===== src/rtl/adc_ctrl_pkg.sv =====
package adc_ctrl_pkg;
   typedef enum logic [1:0] {
      SEQ_IDLE   = 2'd0,
      SEQ_SAMPLE = 2'd1,
      SEQ_CONV   = 2'd2
   } seq_state_e;

   localparam int DONE_POS  = 0;
   localparam int START_POS = 1;
   localparam int CH_POS    = 2;
endpackage


===== src/rtl/adc_reg_decode.sv =====
module adc_reg_decode #(
   parameter int ADDR_W    = 8,
   parameter int CTRL_ADDR = 'hEA,
   parameter int RES_ADDR  = 'hEB
) (
   input  logic [ADDR_W-1:0] addr,
   input  logic              we,
   output logic              sel_ctrl,
   output logic              sel_res,
   output logic              ctrl_wr
);
   localparam logic [ADDR_W-1:0] CTRL_A = ADDR_W'(CTRL_ADDR);
   localparam logic [ADDR_W-1:0] RES_A  = ADDR_W'(RES_ADDR);

   if (CTRL_A == RES_A) begin : g_bad_map
      $error("control and result addresses must differ");
   end

   assign sel_ctrl = (addr == CTRL_A);
   assign sel_res  = (addr == RES_A);
   assign ctrl_wr  = we && sel_ctrl;
endmodule


===== src/rtl/adc_ctrl_regs.sv =====
module adc_ctrl_regs #(
   parameter int CH_W = 3
) (
   input  logic            clk,
   input  logic            rst_n,
   input  logic            ctrl_wr,
   input  logic            wr_en_bit,
   input  logic            wr_start_bit,
   input  logic [CH_W-1:0] wr_ch,
   input  logic            busy,
   output logic            en_q,
   output logic            en_nxt,
   output logic [CH_W-1:0] ch_q,
   output logic            start_q,
   output logic            start_acc
);
   assign en_nxt    = ctrl_wr ? wr_en_bit : en_q;
   assign start_acc = ctrl_wr && wr_start_bit && wr_en_bit && !busy;

   always_ff @(posedge clk or negedge rst_n) begin
      if (!rst_n) begin
         en_q    <= 1'b0;
         ch_q    <= '0;
         start_q <= 1'b0;
      end else begin
         en_q    <= en_nxt;
         start_q <= start_acc;
         if (ctrl_wr) ch_q <= wr_ch;
      end
   end
endmodule


===== src/rtl/adc_sar_seq.sv =====
module adc_sar_seq
   import adc_ctrl_pkg::*;
#(
   parameter int RES_W = 8,
   parameter int CH_W  = 3
) (
   input  logic             clk,
   input  logic             rst_n,
   input  logic             en_nxt,
   input  logic             start,
   input  logic [CH_W-1:0]  ch_in,
   input  logic             cmp_in,
   output logic             busy,
   output logic             done_q,
   output logic [RES_W-1:0] res_q,
   output logic [RES_W-1:0] dac_code,
   output logic [CH_W-1:0]  mux_sel,
   output logic             sample
);
   localparam int IDX_W = (RES_W > 1) ? $clog2(RES_W) : 1;

   if (RES_W < 2) begin : g_bad_res
      $error("RES_W must be at least 2");
   end

   seq_state_e       state;
   logic [IDX_W-1:0] bit_idx;
   logic [RES_W-1:0] sar_q;
   logic [RES_W-1:0] trial;
   logic [RES_W-1:0] decided;
   logic [CH_W-1:0]  chan_q;

   for (genvar i = 0; i < RES_W; i++) begin : g_bit
      assign trial[i]   = (bit_idx == IDX_W'(i)) ? 1'b1   : sar_q[i];
      assign decided[i] = (bit_idx == IDX_W'(i)) ? cmp_in : sar_q[i];
   end

   assign busy     = (state != SEQ_IDLE);
   assign sample   = (state == SEQ_SAMPLE);
   assign dac_code = (state == SEQ_CONV) ? trial : '0;
   assign mux_sel  = chan_q;

   always_ff @(posedge clk or negedge rst_n) begin
      if (!rst_n) begin
         state   <= SEQ_IDLE;
         bit_idx <= '0;
         sar_q   <= '0;
         chan_q  <= '0;
         done_q  <= 1'b1;
         res_q   <= '0;
      end else if (!en_nxt) begin
         state  <= SEQ_IDLE;
         done_q <= 1'b1;
      end else begin
         case (state)
            SEQ_IDLE: begin
               if (start) begin
                  state  <= SEQ_SAMPLE;
                  chan_q <= ch_in;
                  sar_q  <= '0;
                  done_q <= 1'b0;
               end
            end
            SEQ_SAMPLE: begin
               state   <= SEQ_CONV;
               bit_idx <= IDX_W'(RES_W - 1);
            end
            SEQ_CONV: begin
               sar_q <= decided;
               if (bit_idx == '0) begin
                  res_q  <= decided;
                  done_q <= 1'b1;
                  state  <= SEQ_IDLE;
               end else begin
                  bit_idx <= bit_idx - 1'b1;
               end
            end
            default: state <= SEQ_IDLE;
         endcase
      end
   end
endmodule


===== src/rtl/adc_ctrl_if.sv =====
module adc_ctrl_if
   import adc_ctrl_pkg::*;
#(
   parameter int ADDR_W    = 8,
   parameter int BUS_W     = 8,
   parameter int RES_W     = 8,
   parameter int CH_W      = 3,
   parameter int CTRL_ADDR = 'hEA,
   parameter int RES_ADDR  = 'hEB
) (
   input  logic              clk,
   input  logic              rst_n,
   input  logic [ADDR_W-1:0] bus_addr,
   input  logic              bus_we,
   input  logic [BUS_W-1:0]  bus_wdata,
   output logic [BUS_W-1:0]  bus_rdata,
   output logic [CH_W-1:0]   mux_sel,
   output logic              sample_hold,
   output logic [RES_W-1:0]  dac_code,
   input  logic              cmp_in,
   output logic              pwr_down
);
   localparam int EN_POS = CH_POS + CH_W;
   localparam logic [BUS_W-1:0] LIVE_MASK = BUS_W'(((1 << (EN_POS + 1)) - 1) & ~1);

   if (EN_POS >= BUS_W) begin : g_bad_ctrl
      $error("control fields do not fit in BUS_W");
   end
   if (RES_W > BUS_W) begin : g_bad_width
      $error("RES_W must not exceed BUS_W");
   end

   logic             sel_ctrl, sel_res, ctrl_wr;
   logic             en_q, en_nxt, start_q, start_acc;
   logic [CH_W-1:0]  ch_q;
   logic             busy, done_q;
   logic [RES_W-1:0] res_q;
   logic [BUS_W-1:0] ctrl_byte;
   logic [BUS_W-1:0] res_byte;
   logic             unused_wbits;

   assign unused_wbits = ^(bus_wdata & ~LIVE_MASK);

   adc_reg_decode #(
      .ADDR_W(ADDR_W), .CTRL_ADDR(CTRL_ADDR), .RES_ADDR(RES_ADDR)
   ) u_dec (
      .addr(bus_addr), .we(bus_we),
      .sel_ctrl(sel_ctrl), .sel_res(sel_res), .ctrl_wr(ctrl_wr)
   );

   adc_ctrl_regs #(.CH_W(CH_W)) u_regs (
      .clk(clk), .rst_n(rst_n), .ctrl_wr(ctrl_wr),
      .wr_en_bit(bus_wdata[EN_POS]), .wr_start_bit(bus_wdata[START_POS]),
      .wr_ch(bus_wdata[CH_POS +: CH_W]), .busy(busy),
      .en_q(en_q), .en_nxt(en_nxt), .ch_q(ch_q),
      .start_q(start_q), .start_acc(start_acc)
   );

   adc_sar_seq #(.RES_W(RES_W), .CH_W(CH_W)) u_seq (
      .clk(clk), .rst_n(rst_n), .en_nxt(en_nxt), .start(start_acc),
      .ch_in(bus_wdata[CH_POS +: CH_W]), .cmp_in(cmp_in),
      .busy(busy), .done_q(done_q), .res_q(res_q),
      .dac_code(dac_code), .mux_sel(mux_sel), .sample(sample_hold)
   );

   always_comb begin
      ctrl_byte                   = '0;
      ctrl_byte[DONE_POS]         = done_q;
      ctrl_byte[START_POS]        = start_q;
      ctrl_byte[CH_POS +: CH_W]   = ch_q;
      ctrl_byte[EN_POS]           = en_q;
   end

   if (RES_W == BUS_W) begin : g_res_full
      assign res_byte = res_q;
   end else begin : g_res_ext
      assign res_byte = {{(BUS_W - RES_W){1'b0}}, res_q};
   end

   assign bus_rdata = sel_ctrl ? ctrl_byte : (sel_res ? res_byte : '0);
   assign pwr_down  = !en_q;
endmodule


===== config.mk =====
export PLATFORM = sky130hd
export DESIGN_NAME = adc_ctrl_if
export DESIGN_NICKNAME = d
export VERILOG_FILES = /design/src/rtl/adc_ctrl_pkg.sv /design/src/rtl/adc_reg_decode.sv /design/src/rtl/adc_ctrl_regs.sv /design/src/rtl/adc_sar_seq.sv /design/src/rtl/adc_ctrl_if.sv
export SDC_FILE = /design/constraint.sdc
export NUM_CORES = 1
export LEC_CHECK = 0
export BUFFER_PORTS_ARGS = -buffer_cell sky130_fd_sc_hd__buf_2
export CAP_MARGIN = 20
export CORE_MARGIN = 2
export CORE_UTILIZATION = 25
export CTS_CLUSTER_SIZE = 8
export DETAILED_ROUTE_END_ITERATION = 7
export GPL_TIMING_DRIVEN = 1
export SLEW_MARGIN = 10
export SYNTH_ARGS = -nofsm -noshare
export SYNTH_HDL_FRONTEND = slang
export SYNTH_HIERARCHICAL = 1
export SYNTH_SLANG_ARGS = --single-unit

===== constraint.sdc =====
create_clock -name clk -period 1.88 [get_ports clk]
set_input_delay 0.376 -clock clk [delete_from_list [all_inputs] [get_ports clk]]
set_output_delay 0.376 -clock clk [all_outputs]
set_load 0.01 [all_outputs]

==> results.cfg, run 1 <==
[run_status]
outcome = completed

[routing]
drc = 0
viasPerCell = 4.61
vias = 1373
wl_per_cell_um = 13.9
ant_nets = 0
drt_iter0_drc = 97
dr.pass1.iters = 4
wl_mm = 4.13

[global_routing]
overflow = 0
grt_max_degree = 31
antenna_found_initial = 0
grt_pass1_vias = 1402
grtUsageTotal = 0.122
grt_pass1_wl_mm = 6.84

[logic_synthesis]
ys_ff_latch = 30
synthArstFlopShare = 1.00
yosys.area.top_type = dfrtp_1
yosys-top-cells-area = dfrtp_1 (44%), mux2i_1 (8.4%), mux2_2 (4.7%)
yosysUniqueCellTypes = 35
synth_area_sq_mm = 0.00167
ys.flop_type = dfrtp_1
yosys_warnings = 6
synth_edf_count = 0
ys_top_cells_by_count = dfrtp_1 (29), inv_1 (18), mux2i_1 (14)
yosys.cell_count.top_type = dfrtp_1
synth_area_per_cell_sq_um = 10.4
syn_nets = 185
postSynthCellCount = 160
ys_seq_area_frac = 0.452
yosys.area.top_type_share = 0.436

[power_and_ir_drop]
power.density_mw_per_mm2 = 553
vdd_ir_drop_max_mv = 0.335
p_leak_uw = 0.00110

[placed_design]
dp_cells = 284
gp_congestion = 0.788
place_hpwl_mm = 3.00
port_buffers = 37

[sta]
period_minus_slack_ps = 1870
rsz0062_at_grt = true
maxSlewHeadroom = 0.541
setup_viol = 0
slew_violations = 0
hold_viol = 0
worst_hold_slack_ps = 132
period_share = 0.995
fmax_ghz = 0.534
worst_pin_slew_ps = 688
skew_ps = 4.23

[min_path]
hp-class = input pin to async pin

[floorplanning]
num_rows = 29
boundaryPins = 41
core_area_sq_mm = 0.00639
die_y_um = 85.6
dieArea_sq_mm = 0.00733
chipWidth_um = 85.6
start_util = 0.261

[clocking]
path_clk_slew_ps = 70
clk_path_buf_depth = 2
clk_latency_ps = 280
cts_tree = done
ctsHtreeMaxLevel = 2
cts_root_buf = clkbuf_8
cts_sinks = 30
numCtsBuffers = 5

[layout]
syn2layout_area_growth_pct = 36.9
post-route-util = 0.357
instances_no_fill = 298
drive_gt1_frac = 0.425
antennaDiodeCount = 0
fin_nets = 245

[critical_path]
critPathArrivalTime_ps = 1500
worstRegToRegCells = 4
crit_fanout = 5
end_kind = output pin
cp-start-kind = flip-flop
cp_data_required_time_ps = 1500
path_class = flip-flop to output pin

[flow_run]
maxCapViolCount = 0
-- cell type report --
class,instances,area (sq um)
clock buffer,7,86.3
clock inverter,1,5.00
timing repair buffer,59,370
inverter,18,67.6
tap,77,96.3
multi-input combinational,106,901
fill,655,4110
sequential,30,753
-- metrics by stage --
step	worst slack (ps)	instance area [sq um]	TNS (ps)	total power [uW]
after floorplan	-20.8	1720	-62.4	688
after global placement	-174	2080	-2980	736
after detailed placement	-225	2080	-3360	737
after CTS	10.1	2210	0	1280
after global routing	-41.8	2280	-121	1320
final	8.47	2280	0	1260
-- registers in the layout, summed over array words and instances, names as in the netlist --
name	cells
u_seq/mux_sel	3
u_regs/en_q	1
u_regs/ch_q	3
u_seq/done_q	1
u_seq/res_q	8
u_seq/bit_idx	3
u_regs/start_q	1
u_seq/sar_q	8
u_seq/state	2
-- worst max-delay path, cell delays in order (launching register included) --
cell and delay, ps:
dfrtp_1 380, inv_1 160, ha_4 190, nand2b_2 120, a21oi_2 190, buf_2 160
-- worst paths after layout --
kind / slack (ps) / to / startpoint
worst min-delay path: 130 / u_seq/state[0]$_DFFE_PN0P_ / rst_n
min in group clk: 340 / u_seq/mux_sel[1]$_DFFE_PN0P_ / bus_wdata[3]
worst max register to register: 160 / u_seq/mux_sel[2]$_DFFE_PN0P_ / u_seq/state[0]$_DFFE_PN0P_
worst min register to register: 510 / u_seq/mux_sel[0]$_DFFE_PN0P_ / u_seq/mux_sel[0]$_DFFE_PN0P_
max in group asynchronous: 1270 / u_seq/state[1]$_DFFE_PN0P_ / rst_n
worst max-delay path: 8 / dac_code[0] / u_seq/bit_idx[0]$_DFFE_PN0P_
-- cell usage in the layout, fill, tap and decap left out, types with 6 or more instances in the layout --
cell       instances
nor2_1             7
inv_1             17
buf_2             37
mux2i_1           14
o2bb2ai_1          7
a21oi_1           10
dfrtp_1           28
nand2_1           10
buf_4             19
clkbuf_8           6
-- where the power goes --
group	switching [uW]	internal [uW]
Combinational	39.8	32.3
Clock	242	295
Sequential	3.10	650
Total	284	977
-- logic make-up after synthesis --
logic type,share of synthesized area
and+or+nand+nor,0.171
adders and majority gates,0.0376
buffers and inverters,0.0593
DFF,0.452
muxes,0.131
AOI/OAI and AO/OA,0.149
-- layer usage --
layer,track usage,part of all wire,vias up
li1,-,-,679
met1,0.162,0.47,653
met2,0.187,0.45,37
met3,0.0356,0.065,4
met4,0.0476,0.013,0
met5,0,0,-
-- timing repair --
action / CTS / global route
gates resized for setup: 4 / 10
setup endpoints to repair: 2 / 18
gates cloned: 0 / 0
hold buffers: 0 / 0
pin swaps: 1 / 3
buffers inserted: 3 / 3
No activity file was read; power rests on OpenSTA's default activity.
==> inputs of run 2 (changes only) <==
--- a/config.mk
+++ b/config.mk
@@ -7,11 +7,12 @@
 export LEC_CHECK = 0
 export BUFFER_PORTS_ARGS = -buffer_cell sky130_fd_sc_hd__buf_2
 export CAP_MARGIN = 20
-export CORE_MARGIN = 2
+export CORE_MARGIN = 3
 export CORE_UTILIZATION = 25
 export CTS_CLUSTER_SIZE = 8
 export DETAILED_ROUTE_END_ITERATION = 7
 export GPL_TIMING_DRIVEN = 1
+export PLACE_DENSITY_LB_ADDON = 0.12
 export SLEW_MARGIN = 10
 export SYNTH_ARGS = -nofsm -noshare
 export SYNTH_HDL_FRONTEND = slang
==> run 2 against run 1 <==
Net effect:
- clock skew up 3.4 ps
- first-iteration DRC count down 38%
- clock power down 7.3%
- wire length up 1.1%
- via count down 3.1%
==> results.cfg, run 2 (synthesized netlist as in run 1, its figures left out) <==
[routing]
ant_nets = 0
dr.pass1.iters = 4
drt_iter0_drc = 60
wl_per_cell_um = 14.4
viasPerCell = 4.59
drc = 0
vias = 1331
wl_mm = 4.18

[layout]
final_common_cell = buf_2
instances_no_fill = 290
mostFrequentLayoutCells = buf_2 (37), dfrtp_1 (28), inv_1 (17)
fin_nets = 237
antennaDiodeCount = 0
drive_gt1_frac = 0.385
post-route-util = 0.342
final_area_sq_mm = 0.00218
top_regs = u_seq/res_q (8), u_seq/sar_q (8)
syn2layout_area_growth_pct = 31.0

[critical_path]
cp_data_required_time_ps = 1500
path_delay_family = flip-flops
r2r_setup_slack_ps = 140
cp-start-kind = flip-flop
critPathArrivalTime_ps = 1430
path_class = flip-flop to output pin
crit_fanout = 4
cp_slowest_cell = dfrtp_1
end_kind = output pin
cp_slowest_stage_delay_ps = 420
cp_cell_sequence = inv_2 -> ha_2 -> buf_4 -> a21oi_1 -> nor2_1 -> buf_2
crit_buf_inv = 3

[floorplanning]
boundaryPins = 41
dieArea_sq_mm = 0.00768
start_util = 0.261
chipWidth_um = 87.6
die_y_um = 87.6
core_area_sq_mm = 0.00639
num_rows = 29

[clocking]
cts_root_buf = clkbuf_8
path_clk_slew_ps = 70
holdBufCountCts = 0
clk_latency_ps = 280
cts_sinks = 30
numCtsBuffers = 5
cts_tree = done
clk_path_buf_depth = 2
ctsHtreeMaxLevel = 2

[placed_design]
gp_congestion = 0.741
placed_cell_area_sq_mm = 0.00206
dp_cells = 281
dp_slack_ps = -290
port_buffers = 37
place_hpwl_mm = 3.30

[global_routing]
grt_max_degree = 31
grt_pass1_wl_mm = 6.89
met3_usage = 0.0301
grtUsageTotal = 0.116
met2_usage = 0.183
grt_use_met1 = 0.157
overflow = 0
grt_pass1_vias = 1397
antenna_found_initial = 0
gr-max-usage-layer = met2

[sta]
skew_ps = 7.59
fmax_ghz = 0.553
worst_pin_slew_ps = 685
period_share = 0.961
period_minus_slack_ps = 1810
rsz0062_at_grt = true
maxSlewHeadroom = 0.543
slew_violations = 0
worst_slack_ps = 72.9
hold_viol = 0
setup_viol = 0

[flow_run]
maxCapViolCount = 0

[power_and_ir_drop]
vdd_ir_drop_max_mv = 0.240
p_total_uw = 1220
power.density_mw_per_mm2 = 558
p_leak_uw = 0.00105

[run_status]
outcome = completed

[min_path]
hp-class = input pin to async pin
## run 2: changes by cell type in the layout (fill, tap and decap cells not counted), sizes merged
cell / before / now
buf: 59 / 51
clkbuf: 7 / 6
clkinv: 1 / 2
## run 2: stage by stage
step,hold WS [ps],TNS [ps]
global placement,464,-3720
finish,135,0
detailed placement,464,-4270
CTS,159,0
global route,181,-12.7
floorplan,80.4,-62.4
## run 2: final timing paths
| kind | from | end | depth (start not counted) |
|---|---|---|---|
| max reg2reg | u_seq/state[0]$_DFFE_PN0P_ | u_seq/mux_sel[2]$_DFFE_PN0P_ | 4 |
| min | rst_n | u_seq/res_q[2]$_DFFE_PN0P_ | 1 |
| min in group clk | bus_wdata[2] | u_seq/mux_sel[0]$_DFFE_PN0P_ | 2 |
| max | u_seq/bit_idx[1]$_DFFE_PN0P_ | dac_code[4] | 6 |
| max in group asynchronous | rst_n | u_seq/state[1]$_DFFE_PN0P_ | 1 |
| min reg2reg | u_seq/mux_sel[0]$_DFFE_PN0P_ | u_seq/mux_sel[0]$_DFFE_PN0P_ | 1 |
## run 2: repair_timing
| item | 4_1_cts | 5_1_grt |
|---|---|---|
| setup endpoints to repair | 6 | 7 |
| gates resized for setup | 4 | 3 |
| pin swaps | 1 | 2 |
| buffers inserted | 0 | 1 |
## run 2: cell type report
cell class                 instances  area, sq um
timing repair buffer              51          303
clock buffer                       6         72.6
fill                             670         4200
sequential                        30          753
inverter                          18         67.6
multi-input combinational        106          880
tap                               77         96.3
clock inverter                     2         10.0
## run 2: power by group
group	switching [uW]	leakage, uW	internal [uW]
sequential	3.04	0.000366	650
combinational	38.5	0.000642	29.4
clock	241	0.0000450	256
## run 2: layer usage
layer	up-vias	share of wire
li1	665	-
met1	631	0.46
met2	30	0.47
met3	5	0.060
met4	0	0.010
met5	-	0
